===== src/rtl/dbg_halt_pkg.sv =====
package dbg_halt_pkg;
    localparam int CTL_W    = 8;
    localparam int EN_LSB   = 3;
    localparam int FLAG_BIT = 7;
    localparam int NCMP     = FLAG_BIT - EN_LSB;
    localparam int RSV_W    = EN_LSB;

    typedef enum logic {
        ST_RUN  = 1'b0,
        ST_HALT = 1'b1
    } halt_state_e;
endpackage


===== src/rtl/dbg_halt_cfg.sv =====
module dbg_halt_cfg
    import dbg_halt_pkg::*;
#(
    parameter int          CADDR_W  = 8,
    parameter logic [7:0]  REG_ADDR = 8'h10
) (
    input  logic               clk,
    input  logic               rst_n,
    input  logic               cfg_wr,
    input  logic [CADDR_W-1:0] cfg_addr,
    input  logic [CTL_W-1:0]   cfg_wdata,
    output logic               wr_set,
    output logic               wr_clr,
    output logic [NCMP-1:0]    en_q
);
    logic               sel;
    logic [RSV_W-1:0]   rsv_unused;

    assign sel        = cfg_wr && (cfg_addr == CADDR_W'(REG_ADDR));
    assign wr_set     = sel &&  cfg_wdata[FLAG_BIT];
    assign wr_clr     = sel && !cfg_wdata[FLAG_BIT];
    assign rsv_unused = cfg_wdata[RSV_W-1:0];

    always_ff @(posedge clk) begin
        if (!rst_n) begin
            en_q <= '0;
        end else if (sel) begin
            en_q <= cfg_wdata[EN_LSB +: NCMP];
        end
    end
endmodule


===== src/rtl/dbg_addr_cmp.sv =====
module dbg_addr_cmp #(
    parameter int AW = 24
) (
    input  logic          en,
    input  logic          fetch_first,
    input  logic [AW-1:0] fetch_addr,
    input  logic [AW-1:0] ref_addr,
    output logic          hit
);
    assign hit = en && fetch_first && (fetch_addr == ref_addr);
endmodule


===== src/rtl/dbg_halt_unit.sv =====
module dbg_halt_unit
    import dbg_halt_pkg::*;
#(
    parameter int          AW       = 24,
    parameter int          CADDR_W  = 8,
    parameter logic [7:0]  REG_ADDR = 8'h10
) (
    input  logic               clk,
    input  logic               rst_n,
    input  logic               dbg_clk_pin,
    input  logic               dbg_dat_pin,
    input  logic               cfg_wr,
    input  logic [CADDR_W-1:0] cfg_addr,
    input  logic [CTL_W-1:0]   cfg_wdata,
    input  logic               fetch_first,
    input  logic [AW-1:0]      fetch_addr,
    input  logic [NCMP*AW-1:0] cmp_addrs,
    output logic               halt_req
);
    halt_state_e     state_q;
    halt_state_e     state_d;
    logic            wr_set;
    logic            wr_clr;
    logic [NCMP-1:0] en_q;
    logic [NCMP-1:0] hit_vec;
    logic            hit_any;
    logic            halted;
    logic            boot_break;

    dbg_halt_cfg #(
        .CADDR_W  (CADDR_W),
        .REG_ADDR (REG_ADDR)
    ) u_cfg (
        .clk       (clk),
        .rst_n     (rst_n),
        .cfg_wr    (cfg_wr),
        .cfg_addr  (cfg_addr),
        .cfg_wdata (cfg_wdata),
        .wr_set    (wr_set),
        .wr_clr    (wr_clr),
        .en_q      (en_q)
    );

    for (genvar i = 0; i < NCMP; i++) begin : g_cmp
        dbg_addr_cmp #(.AW(AW)) u_cmp (
            .en          (en_q[i]),
            .fetch_first (fetch_first),
            .fetch_addr  (fetch_addr),
            .ref_addr    (cmp_addrs[i*AW +: AW]),
            .hit         (hit_vec[i])
        );
    end

    assign hit_any    = |hit_vec;
    assign boot_break = dbg_clk_pin && !dbg_dat_pin;
    assign halted     = (state_q == ST_HALT);

    // State register: reset loads the boot break decision from the pins.
    always_ff @(posedge clk) begin
        if (!rst_n) begin
            state_q <= boot_break ? ST_HALT : ST_RUN;
        end else begin
            state_q <= state_d;
        end
    end

    // Transitions RUN_TO_HALT, HALT_TO_RUN, HALT_STAY.
    always_comb begin
        state_d = state_q;
        unique case (state_q)
            ST_RUN: begin
                if (hit_any || wr_set) begin
                    state_d = ST_HALT;
                end
            end
            ST_HALT: begin
                if (wr_clr && !hit_any) begin
                    state_d = ST_RUN;
                end
            end
            default: state_d = ST_RUN;
        endcase
    end

    // Output: halt at the matching boundary and for as long as halted.
    always_comb begin
        unique case (state_q)
            ST_RUN:  halt_req = hit_any;
            ST_HALT: halt_req = 1'b1;
            default: halt_req = 1'b1;
        endcase
    end
endmodule


===== config.mk =====
export PLATFORM = sky130hd
export DESIGN_NAME = dbg_halt_unit
export DESIGN_NICKNAME = d
export VERILOG_FILES = /design/src/rtl/dbg_halt_pkg.sv /design/src/rtl/dbg_halt_cfg.sv /design/src/rtl/dbg_addr_cmp.sv /design/src/rtl/dbg_halt_unit.sv
export SDC_FILE = /design/constraint.sdc
export NUM_CORES = 1
export LEC_CHECK = 0
export ABC_AREA = 1
export BUFFER_PORTS_ARGS = -buffer_cell sky130_fd_sc_hd__buf_2
export CORE_MARGIN = 1.5
export CORE_UTILIZATION = 49
export CTS_CLUSTER_SIZE = 10
export DETAILED_ROUTE_END_ITERATION = 10
export PLACE_DENSITY_LB_ADDON = 0.08
export SYNTH_ARGS = -nofsm -noshare
export SYNTH_HDL_FRONTEND = slang
export SYNTH_HIERARCHICAL = 1
export SYNTH_SLANG_ARGS = --single-unit
export TNS_END_PERCENT = 30

===== constraint.sdc =====
create_clock -name clk -period 2.6 [get_ports clk]
set_input_delay 0.13 -clock clk [delete_from_list [all_inputs] [get_ports clk]]
set_output_delay 0.13 -clock clk [all_outputs]
set_load 0.005 [all_outputs]

==> results.sh <==
export IMPL_maxSlewViolCount=0
export IMPL_synth_distinct_cells=18
export IMPL_outcome="complete, no violations"
export IMPL_syn_area_um2=2380
export IMPL_routed_via_density=4.22
export IMPL_dieArea_um2=5290
export IMPL_dpl_cell_area_um2=3140
export IMPL_root_buffer="clkbuf_8"
export IMPL_hold_violations=0
export IMPL_worstPathMaxFanout=2
export IMPL_final_seq_area_um2=100
export IMPL_async_reset_ff_share_pct=0
export IMPL_period_share_pct=57.7
export IMPL_globalplace_congestion=0.866
export IMPL_clkTransAtPathRegs_ps=30
export IMPL_final_util_pct=68.0
export IMPL_drt_iter0_markers=90
export IMPL_numCtsBuffers=3
export IMPL_antenna_found_initial=0
export IMPL_cts_max_level=1
export IMPL_maxCapViolations=0
export IMPL_ys_ff_latch=5
export IMPL_ys_warn_count=6
export IMPL_peakVddDrop_mv=0.153
export IMPL_crit_slowest_cell="dfxtp_1"
export IMPL_cts_setup_buffers=0
export IMPL_layout_common_cells="nand2_1 (275), inv_1 (179), buf_2 (139), nor2_1 (78), xnor2_1 (8)"
export IMPL_power_density_nw_per_um2=188
export IMPL_io_pins=143
export IMPL_die_height_um=72.7
export IMPL_max_stage_delay_ps=320
export IMPL_syn_inst=576
export IMPL_worstMarginPinSlew_ps=241
export IMPL_clock_sinks=5
export IMPL_cts_tree="yes"
export IMPL_synth_edf_count=0
export IMPL_post_drt_wl_per_cell_um=7.85
export IMPL_yosysSeqAreaShare_pct=4.20
export IMPL_cp_arrival_ps=1370
export IMPL_crit_type="flip-flop to output pin"
export IMPL_cp_common_cell="nor2_1"
export IMPL_multiInputGateArea_um2=1610
export IMPL_drt_drc_violations_left=0
export IMPL_rsz0062_at_grt="no"
export IMPL_post_cts_resized=0
export IMPL_initial_core_util_pct=50.7
export IMPL_startpoint_type="flip-flop"
export IMPL_layout_commonest_cell="nand2_1"
export IMPL_grt_pass1_vias=2783
export IMPL_crit_required_ps=2470
export IMPL_grt_overflow=0
export IMPL_vias=3260
export IMPL_relSlewSlack_pct=83.9
export IMPL_fin_crit_ps=1500
export IMPL_port_buffers=139
export IMPL_crit_chain="nand2_1, nor2_1, nand2_1, nor2_1, nand3_1, nor2_2, nor2_1, nand3b_1, buf_2"
export IMPL_dp_hpwl_um=5410
export IMPL_rows=25
export IMPL_core_area_um2=4690
export IMPL_clock_latency_ps=220
export IMPL_cp_end_kind="output pin"
export IMPL_cts_buffer_depth=2
export IMPL_fmax_ghz=0.666
export IMPL_fill_cells=490
export IMPL_grt_pass1_wl_um=10200
export IMPL_synth_nets=718
export IMPL_synth_top_area_cell="nand2_1"
export IMPL_fin_setup_tns_ps=0
export IMPL_synth_ff_type="dfxtp_1"
export IMPL_yosysTopAreaCellShare_pct=43.4
export IMPL_first_pass_iters=4
export IMPL_wl_um=6070
export IMPL_syn_mean_instance_area_um2=4.13
export IMPL_hp_class="input port to flip-flop"
export IMPL_die_w_um=72.7
export IMPL_diodes=0
export IMPL_fin_skew_ps=0.457
export IMPL_grt_usage_pct=23.6
export IMPL_holdBufCountCts=0
export IMPL_layout_drive_gt1_share_pct=21.1
export IMPL_ant_nets=0
export IMPL_p_leak_nw=2.49
export IMPL_nNetsFinal=862
export IMPL_design_area_um2=3190
export IMPL_setup_violations=0
export IMPL_yosys_top_cells_area="nand2_1 (43%), inv_1 (28%), nor2_1 (12%)"
export IMPL_grt_start_max_net_pins=9
export IMPL_area_growth_pct=33.9
[worst paths after layout]
path	cells past startpoint	to	from	slack, ps
worst max-delay path	9	halt_req	u_cfg/en_q[0]	1100
worst min-delay path	3	halted	dbg_clk_pin	180
worst max register to register	10	halted	u_cfg/en_q[0]	1420
worst min register to register	2	u_cfg/en_q[1]	u_cfg/en_q[1]	480
[metal layers]
metal  up-vias  global-route usage (%)  share of wire [%]
met5         -                       0                  0
met4         0                    6.29                1.5
met3        10                    2.07                5.5
met2        91                    46.6                 49
met1      1297                    26.7                 44
li1       1862                       -                  -
[state kept, by name, indices dropped and copies added, names as in the netlist]
register	flops
u_cfg/en_q	4
halted	1
[cell usage after synthesis, types with 2 or more instances]
master / instances
dfxtp_1: 5
inv_1: 179
nand2_1: 275
nand3_1: 5
nand4_1: 4
nor2_1: 78
nor2_2: 5
nor2_4: 2
o211ai_1: 4
xnor2_1: 8
xor2_1: 4
[critical path: cells and delay by family (launching register included)]
| kind | cells | cell delay (ps) |
|---|---|---|
| and+or+nand+nor | 8 | 700 |
| buffers and inverters | 1 | 120 |
| DFF | 1 | 320 |
[cell families (layout without fill, tap and decap cells)]
family,Yosys count,count (layout),share of synthesized area [%]
AOI/OAI and AO/OA,5,5,1.47
xor gates and xnor gates,12,12,4.41
buffers and inverters,180,323,28.4
DFF,5,5,4.20
and+or+nand+nor,374,374,61.5
[where the power goes]
part / internal (W) / switching [W]
Sequential: 0.0000789 / 0.00000104
Combinational: 0.000172 / 0.000206
Clock: 0.000105 / 0.0000373
[cell type report]
class | count | area share (%)
clock buffers | 4 | 1.41
well taps | 54 | 2.12
multi-input cells | 391 | 50.3
flip-flops and latches | 5 | 3.14
inverters | 180 | 21.2
repair buffers | 139 | 21.8
[stage by stage]
stage / power (W) / hold slack, ps / worst slack (ps) / std cells
2_1_floorplan: 0.000280 / 251 / 1560 / 576
6_report: 0.000601 / 176 / 1100 / 773
3_5_place_dp: 0.000460 / 391 / 1260 / 769
4_1_cts: 0.000607 / 172 / 1070 / 773
3_3_place_gp: 0.000449 / 382 / 1290 / 769
5_1_grt: 0.000673 / 217 / 968 / 773
No activity file was read; power rests on OpenSTA's default activity.
